<file path="config.mk">
export PLATFORM = sky130hd
export DESIGN_NAME = tlb_xlate
export DESIGN_NICKNAME = d
export VERILOG_FILES = /design/src/rtl/tlb_pkg.sv /design/src/rtl/tlb_entry_store.sv /design/src/rtl/tlb_match.sv /design/src/rtl/tlb_rights.sv /design/src/rtl/tlb_xlate.sv
export SDC_FILE = /design/constraint.sdc
export NUM_CORES = 2
export LEC_CHECK = 0
export BUFFER_PORTS_ARGS = -buffer_cell sky130_fd_sc_hd__buf_2
export CAP_MARGIN = 30
export CORE_MARGIN = 4
export CORE_UTILIZATION = 66
export DETAILED_ROUTE_END_ITERATION = 8
export HOLD_SLACK_MARGIN = 0.06
export MAX_ROUTING_LAYER = met4
export PLACE_DENSITY = 0.84
export SYNTH_ARGS = -nofsm -noshare
export SYNTH_HDL_FRONTEND = slang
export SYNTH_HIERARCHICAL = 1
export SYNTH_SLANG_ARGS = --single-unit
</file>
<file path="constraint.sdc">
create_clock -name clk -period 14.1 [get_ports clk]
set_input_delay 2.82 -clock clk [delete_from_list [all_inputs] [get_ports clk]]
set_output_delay 2.82 -clock clk [all_outputs]
set_load 0.01 [all_outputs]
</file>
<file path="src/rtl/tlb_pkg.sv">
package tlb_pkg;
  typedef enum logic [1:0] {
    ACC_FETCH = 2'd0,
    ACC_READ  = 2'd1,
    ACC_WRITE = 2'd2,
    ACC_RSVD  = 2'd3
  } acc_e;

  typedef enum logic [1:0] {
    ST_HIT   = 2'd0,
    ST_MISS  = 2'd1,
    ST_FAULT = 2'd2,
    ST_VIOL  = 2'd3
  } stat_e;

  localparam int PERM_W = 3;
  localparam int PERM_R = 0;
  localparam int PERM_W_BIT = 1;
  localparam int PERM_X = 2;
endpackage

</file>
<file path="src/rtl/tlb_entry_store.sv">
module tlb_entry_store #(
  parameter int ENTRIES = 16,
  parameter int VPN_W   = 19,
  parameter int PFN_W   = 19,
  localparam int IDX_W  = $clog2(ENTRIES)
) (
  input  logic                      clk,
  input  logic                      rst_n,
  input  logic                      wr_en,
  input  logic [IDX_W-1:0]          wr_idx,
  input  logic                      wr_valid,
  input  logic                      wr_resident,
  input  logic [VPN_W-1:0]          wr_vpn,
  input  logic [PFN_W-1:0]          wr_pfn,
  input  logic [tlb_pkg::PERM_W-1:0] wr_perm,
  output logic [ENTRIES-1:0]        slot_valid,
  output logic [ENTRIES-1:0]        slot_res,
  output logic [VPN_W-1:0]          slot_vpn  [ENTRIES],
  output logic [PFN_W-1:0]          slot_pfn  [ENTRIES],
  output logic [tlb_pkg::PERM_W-1:0] slot_perm [ENTRIES]
);
  logic [ENTRIES-1:0] valid_q;

  always_ff @(posedge clk) begin
    if (!rst_n) begin
      valid_q <= '0;
    end else if (wr_en) begin
      valid_q[wr_idx] <= wr_valid;
    end
  end

  for (genvar i = 0; i < ENTRIES; i++) begin : g_slot
    logic                       res_q;
    logic [VPN_W-1:0]           vpn_q;
    logic [PFN_W-1:0]           pfn_q;
    logic [tlb_pkg::PERM_W-1:0] perm_q;

    always_ff @(posedge clk) begin
      if (!rst_n) begin
        res_q  <= 1'b0;
        vpn_q  <= '0;
        pfn_q  <= '0;
        perm_q <= '0;
      end else if (wr_en && (wr_idx == IDX_W'(i))) begin
        res_q  <= wr_resident;
        vpn_q  <= wr_vpn;
        pfn_q  <= wr_pfn;
        perm_q <= wr_perm;
      end
    end

    assign slot_res[i]  = res_q;
    assign slot_vpn[i]  = vpn_q;
    assign slot_pfn[i]  = pfn_q;
    assign slot_perm[i] = perm_q;
  end

  assign slot_valid = valid_q;

  // a write is visible in its slot on the following edge
  p_write_lands_r9: assert property (@(posedge clk) disable iff (!rst_n)
    wr_en |=> (slot_valid[$past(wr_idx)] == $past(wr_valid)) &&
              (slot_vpn[$past(wr_idx)] == $past(wr_vpn)));
endmodule

</file>
<file path="src/rtl/tlb_match.sv">
module tlb_match #(
  parameter int ENTRIES = 16,
  parameter int VPN_W   = 19,
  localparam int IDX_W  = $clog2(ENTRIES)
) (
  input  logic               clk,
  input  logic               rst_n,
  input  logic [ENTRIES-1:0] slot_valid,
  input  logic [VPN_W-1:0]   slot_vpn [ENTRIES],
  input  logic [VPN_W-1:0]   look_vpn,
  output logic               any_hit,
  output logic               multi_hit,
  output logic [IDX_W-1:0]   hit_idx
);
  logic [ENTRIES-1:0] match_vec;
  logic [ENTRIES-1:0] sel_vec;

  for (genvar i = 0; i < ENTRIES; i++) begin : g_cmp
    assign match_vec[i] = slot_valid[i] && (slot_vpn[i] == look_vpn);
  end

  // lowest index wins: isolate the least significant set bit
  assign sel_vec   = match_vec & (~match_vec + ENTRIES'(1));
  assign any_hit   = |match_vec;
  assign multi_hit = |(match_vec & (match_vec - ENTRIES'(1)));

  always_comb begin
    hit_idx = '0;
    for (int i = ENTRIES - 1; i >= 0; i--) begin
      if (match_vec[i]) hit_idx = IDX_W'(i);
    end
  end

  // at most one selected slot, and it is a matching one
  p_sel_onehot_r8: assert property (@(posedge clk) disable iff (!rst_n)
    $onehot0(sel_vec) && ((sel_vec & ~match_vec) == '0));
  // multi flag agrees with number of matching slots
  p_multi_count_r8: assert property (@(posedge clk) disable iff (!rst_n)
    multi_hit == ($countones(match_vec) > 1));
  // the encoded index points at the isolated lowest match
  p_idx_lowest_r8: assert property (@(posedge clk) disable iff (!rst_n)
    any_hit |-> sel_vec[hit_idx]);
endmodule

</file>
<file path="src/rtl/tlb_rights.sv">
module tlb_rights #(
  parameter bit FETCH_ROLE = 1'b0
) (
  input  logic                       kern,
  input  logic                       hit,
  input  logic                       resident,
  input  logic [tlb_pkg::PERM_W-1:0] perm,
  input  tlb_pkg::acc_e              acc,
  output tlb_pkg::stat_e             status
);
  import tlb_pkg::*;

  logic allowed;

  if (FETCH_ROLE) begin : g_fetch_role
    always_comb allowed = (acc == ACC_FETCH) && perm[PERM_X];
  end else begin : g_data_role
    always_comb begin
      unique case (acc)
        ACC_READ:  allowed = perm[PERM_R];
        ACC_WRITE: allowed = perm[PERM_W_BIT];
        default:   allowed = 1'b0;
      endcase
    end
  end

  always_comb begin
    if (kern)           status = ST_HIT;
    else if (!hit)      status = ST_MISS;
    else if (!resident) status = ST_FAULT;
    else if (allowed)   status = ST_HIT;
    else                status = ST_VIOL;
  end
endmodule

</file>
<file path="src/rtl/tlb_xlate.sv">
module tlb_xlate #(
  parameter int ENTRIES    = 16,
  parameter int VA_W       = 32,
  parameter int PA_W       = 32,
  parameter int OFF_W      = 13,
  parameter bit FETCH_ROLE = 1'b0,
  localparam int IDX_W     = $clog2(ENTRIES),
  localparam int VPN_W     = VA_W - OFF_W,
  localparam int PFN_W     = PA_W - OFF_W
) (
  input  logic             clk,
  input  logic             rst_n,
  input  logic             wr_en,
  input  logic [IDX_W-1:0] wr_idx,
  input  logic             wr_valid,
  input  logic             wr_resident,
  input  logic [VPN_W-1:0] wr_vpn,
  input  logic [PFN_W-1:0] wr_pfn,
  input  logic [2:0]       wr_perm,
  input  logic             req_valid,
  output logic             req_ready,
  input  logic [VA_W-1:0]  req_va,
  input  logic [1:0]       req_acc,
  input  logic             req_kern,
  output logic             resp_valid,
  input  logic             resp_ready,
  output logic [PA_W-1:0]  resp_pa,
  output logic [1:0]       resp_status,
  output logic             resp_multi
);
  import tlb_pkg::*;

  logic [ENTRIES-1:0] slot_valid;
  logic [ENTRIES-1:0] slot_res;
  logic [VPN_W-1:0]   slot_vpn  [ENTRIES];
  logic [PFN_W-1:0]   slot_pfn  [ENTRIES];
  logic [PERM_W-1:0]  slot_perm [ENTRIES];

  logic               any_hit;
  logic               multi_hit;
  logic [IDX_W-1:0]   hit_idx;
  stat_e              stat_c;
  logic [PA_W-1:0]    pa_c;
  logic               multi_c;
  logic               accept;

  tlb_entry_store #(
    .ENTRIES(ENTRIES), .VPN_W(VPN_W), .PFN_W(PFN_W)
  ) u_store (
    .clk        (clk),
    .rst_n      (rst_n),
    .wr_en      (wr_en),
    .wr_idx     (wr_idx),
    .wr_valid   (wr_valid),
    .wr_resident(wr_resident),
    .wr_vpn     (wr_vpn),
    .wr_pfn     (wr_pfn),
    .wr_perm    (wr_perm),
    .slot_valid (slot_valid),
    .slot_res   (slot_res),
    .slot_vpn   (slot_vpn),
    .slot_pfn   (slot_pfn),
    .slot_perm  (slot_perm)
  );

  tlb_match #(
    .ENTRIES(ENTRIES), .VPN_W(VPN_W)
  ) u_match (
    .clk       (clk),
    .rst_n     (rst_n),
    .slot_valid(slot_valid),
    .slot_vpn  (slot_vpn),
    .look_vpn  (req_va[VA_W-1:OFF_W]),
    .any_hit   (any_hit),
    .multi_hit (multi_hit),
    .hit_idx   (hit_idx)
  );

  tlb_rights #(
    .FETCH_ROLE(FETCH_ROLE)
  ) u_rights (
    .kern    (req_kern),
    .hit     (any_hit),
    .resident(slot_res[hit_idx]),
    .perm    (slot_perm[hit_idx]),
    .acc     (acc_e'(req_acc)),
    .status  (stat_c)
  );

  always_comb begin
    if (req_kern) begin
      pa_c    = PA_W'(req_va);
      multi_c = 1'b0;
    end else begin
      pa_c    = (stat_c == ST_HIT) ? {slot_pfn[hit_idx], req_va[OFF_W-1:0]} : '0;
      multi_c = multi_hit;
    end
  end

  assign req_ready = !resp_valid || resp_ready;
  assign accept    = req_valid && req_ready;

  always_ff @(posedge clk) begin
    if (!rst_n) begin
      resp_valid  <= 1'b0;
      resp_pa     <= '0;
      resp_status <= ST_HIT;
      resp_multi  <= 1'b0;
    end else if (accept) begin
      resp_valid  <= 1'b1;
      resp_pa     <= pa_c;
      resp_status <= stat_c;
      resp_multi  <= multi_c;
    end else if (resp_ready) begin
      resp_valid  <= 1'b0;
    end
  end

  // a stalled response holds its contents
  p_hold_stable_r10: assert property (@(posedge clk) disable iff (!rst_n)
    (resp_valid && !resp_ready) |=> resp_valid && $stable(resp_pa) &&
                                     $stable(resp_status) && $stable(resp_multi));
  // every accepted request yields a response on the next cycle
  p_accept_resp_r2: assert property (@(posedge clk) disable iff (!rst_n)
    (req_valid && req_ready) |=> resp_valid);
  // kernel requests pass the address through untouched
  p_kern_pass_r7: assert property (@(posedge clk) disable iff (!rst_n)
    (req_valid && req_ready && req_kern) |=>
      (resp_pa == PA_W'($past(req_va))) && (resp_status == ST_HIT) && !resp_multi);
  // translated hits keep the page-offset bits
  p_offset_kept_r2: assert property (@(posedge clk) disable iff (!rst_n)
    (req_valid && req_ready) |=>
      (resp_status != ST_HIT) || (resp_pa[OFF_W-1:0] == $past(req_va[OFF_W-1:0])));
endmodule

</file>
==> flow_metrics.env <==
export IMPL_hp_class="flop to flop"
export IMPL_root_buffer="clkbuf_16"
export IMPL_ant_nets=0
export IMPL_worstPathRequired_ns=14.59
export IMPL_htreeDepth=3
export IMPL_fin_skew_ns=0.0245
export IMPL_core_area_um2=48100
export IMPL_clkPwrFrac_pct=45.8
export IMPL_p_per_area_nw_per_um2=122
export IMPL_pwr_share_comb_pct=6.8
export IMPL_port_buffer_count=122
export IMPL_power_leakage_nw=14.1
export IMPL_clkSinkCount=708
export IMPL_endpoint_kind="flop"
export IMPL_grt_max_degree=165
export IMPL_worst_slew_margin_rel_pct=24.7
export IMPL_syn_area_um2=32400
export IMPL_post_cts_buffers=0
export IMPL_finish_utilization_pct=73.8
export IMPL_synth_nets=3376
export IMPL_cap_viol_max_count=0
export IMPL_dpl_cell_area_um2=32800
export IMPL_fin_area_um2=35500
export IMPL_io_pins=124
export IMPL_first_global_vias=25292
export IMPL_rsz0062_at_grt="no"
export IMPL_via_count=24980
export IMPL_clkTransAtPathRegs_ns=0.06
export IMPL_cts_tree="built"
export IMPL_arrival_ns=9.30
export IMPL_final_common_cell="nand2_1"
export IMPL_nFillCells=3099
export IMPL_path_max_fanout=38
export IMPL_hold_viol=0
export IMPL_ir_drop_mv=0.0947
export IMPL_timing_setup_tns_ns=0
export IMPL_nets=3321
export IMPL_chipWidth_um=229
export IMPL_path_cells="buf_2 > xor2_1 > nor4_2 > nand3_1 > a2111oi_0 > o21ai_1 > a21oi_1 > o21ai_1 > a41oi_4 > buf_4 > mux4_2 > mux4_1 > a22o_1 > a311oi_1 > or4b_1 > buf_16 > or3_1 > a21oi_1"
export IMPL_power_switching_mw=1.01
export IMPL_drcViolationCount=0
export IMPL_cpMaxStageDelayCell="a311oi_1"
export IMPL_hold_buffers=0
export IMPL_routed_wl_mm=93.6
export IMPL_grt_pass1_wl_mm=142
export IMPL_netlist_instances=3287
export IMPL_die_h_um=229
export IMPL_cts_buffers=72
export IMPL_final_setup_viol_count=0
export IMPL_multi_input_area_um2=16800
export IMPL_seq_area_um2=14200
export IMPL_first_pass_iters=7
export IMPL_fin_crit_sh_pct=62.4
export IMPL_place_hpwl_mm=54.7
export IMPL_die_area_um2=52600
export IMPL_clk_latency_ns=0.61
export IMPL_pre_cts_slack_ns=4.50
export IMPL_fin_ws_ns=5.30
export IMPL_syn2layout_area_growth_pct=9.76
export IMPL_min_period_ns=8.80
export IMPL_cpPeakStageDelay_ns=0.69
export IMPL_place_congestion=0.912
export IMPL_avgRoutedWirePerCell_um=23.8
export IMPL_vias_per_cell=6.34
export IMPL_drv_slew=0
export IMPL_status="finished, final reports clean"
export IMPL_fp_row_count=80
export IMPL_p_seq_share_pct=47.4
export IMPL_gr_usage_all_layers_pct=35.1
export IMPL_ys_warnings_count=6
export IMPL_fmax_mhz=114
export IMPL_clockBufferDepth=3
export IMPL_worst_setup_path_type="input port to flop"
export IMPL_switching_share_pct=23.4
export IMPL_final_layout_size_suffix_gt1_share_pct=11.7
export IMPL_drt_first_iter_violations=2740
export IMPL_start_util_pct=67.2
export IMPL_internal_power_mw=3.32
export IMPL_worstSetupStartpointType="input port"
export IMPL_syn_avg_cell_area_um2=9.84
export IMPL_antenna_found_initial=1
export IMPL_cts_resized=0
export IMPL_gr_total_overflow=0
export IMPL_final_cell_mix="nand2_1, mux2i_1, dfxtp_1"
export IMPL_tightest_slew_ns=1.13
worst max-delay path, delay by kind of cell:
kind	cells	cell delay, ns
AO/OA/AOI/OAI	8	2.13
XOR/XNOR	1	0.17
buffers and inverters	3	1.50
multiplexers	2	1.25
AND/OR/NAND/NOR	4	1.29
area by class of cell:
| cell class | instances | area share, % |
|---|---|---|
| clock inverter | 26 | 0.994 |
| antenna | 1 | 0.00705 |
| inverter | 5 | 0.0528 |
| clock buffer | 100 | 5.94 |
| tap | 656 | 2.31 |
| timing repair buffer | 172 | 3.55 |
| sequential | 708 | 39.9 |
| multi-input combinational | 2273 | 47.2 |
layer usage:
metal	global-route usage, %	vias to the layer above	part of all wire (%)
met5	-	-	0
met4	16.2	0	4.7
met3	5.67	329	9.7
li1	-	11039	-
met2	54.5	1389	46
met1	45.4	12223	40
through the flow:
stage,hold WS (ns),power [mW],cells
final,0.456,4.33,3941
after global routing,0.473,4.44,3941
after CTS,0.456,4.32,3930
after detailed placement,0.446,2.37,3804
after global placement,0.438,2.35,3797
after floorplan,0.431,2.28,3287
sequential cells by signal, summed over array words and instances, names as in the netlist:
signal                 cells
u_store/g_slot.res_q      16
u_store/g_slot.pfn_q     304
resp_valid                 1
resp_pa                   32
resp_multi                 1
u_store/g_slot.perm_q     32
u_store/slot_valid        16
u_store/g_slot.vpn_q     304
resp_status                2
path summary, 6_finish.rpt:
check | from | end | slack (ns) | cells after the start
worst min-delay path | u_store/g_slot[11].pfn_q[1]$_SDFFE_PN0P_ | u_store/g_slot[11].pfn_q[1]$_SDFFE_PN0P_ | 0.46 | 2
worst max register to register | u_store/g_slot[15].vpn_q[10]$_SDFFE_PN0P_ | resp_pa[27]$_SDFFE_PN0P_ | 7.86 | 17
worst min register to register | u_store/g_slot[11].pfn_q[1]$_SDFFE_PN0P_ | u_store/g_slot[11].pfn_q[1]$_SDFFE_PN0P_ | 0.46 | 2
worst max-delay path | req_va[22] | resp_pa[27]$_SDFFE_PN0P_ | 5.30 | 18
power by group through the flow:
stage / sequential [mW] / combinational (mW) / clock (mW)
2_1_floorplan: 2.09 / 0.187 / 0
3_3_place_gp: 2.09 / 0.263 / 0
3_5_place_dp: 2.09 / 0.276 / 0
4_1_cts: 2.05 / 0.279 / 1.99
5_1_grt: 2.05 / 0.306 / 2.08
6_report: 2.05 / 0.294 / 1.98
Power figures use the tool's default switching activity.
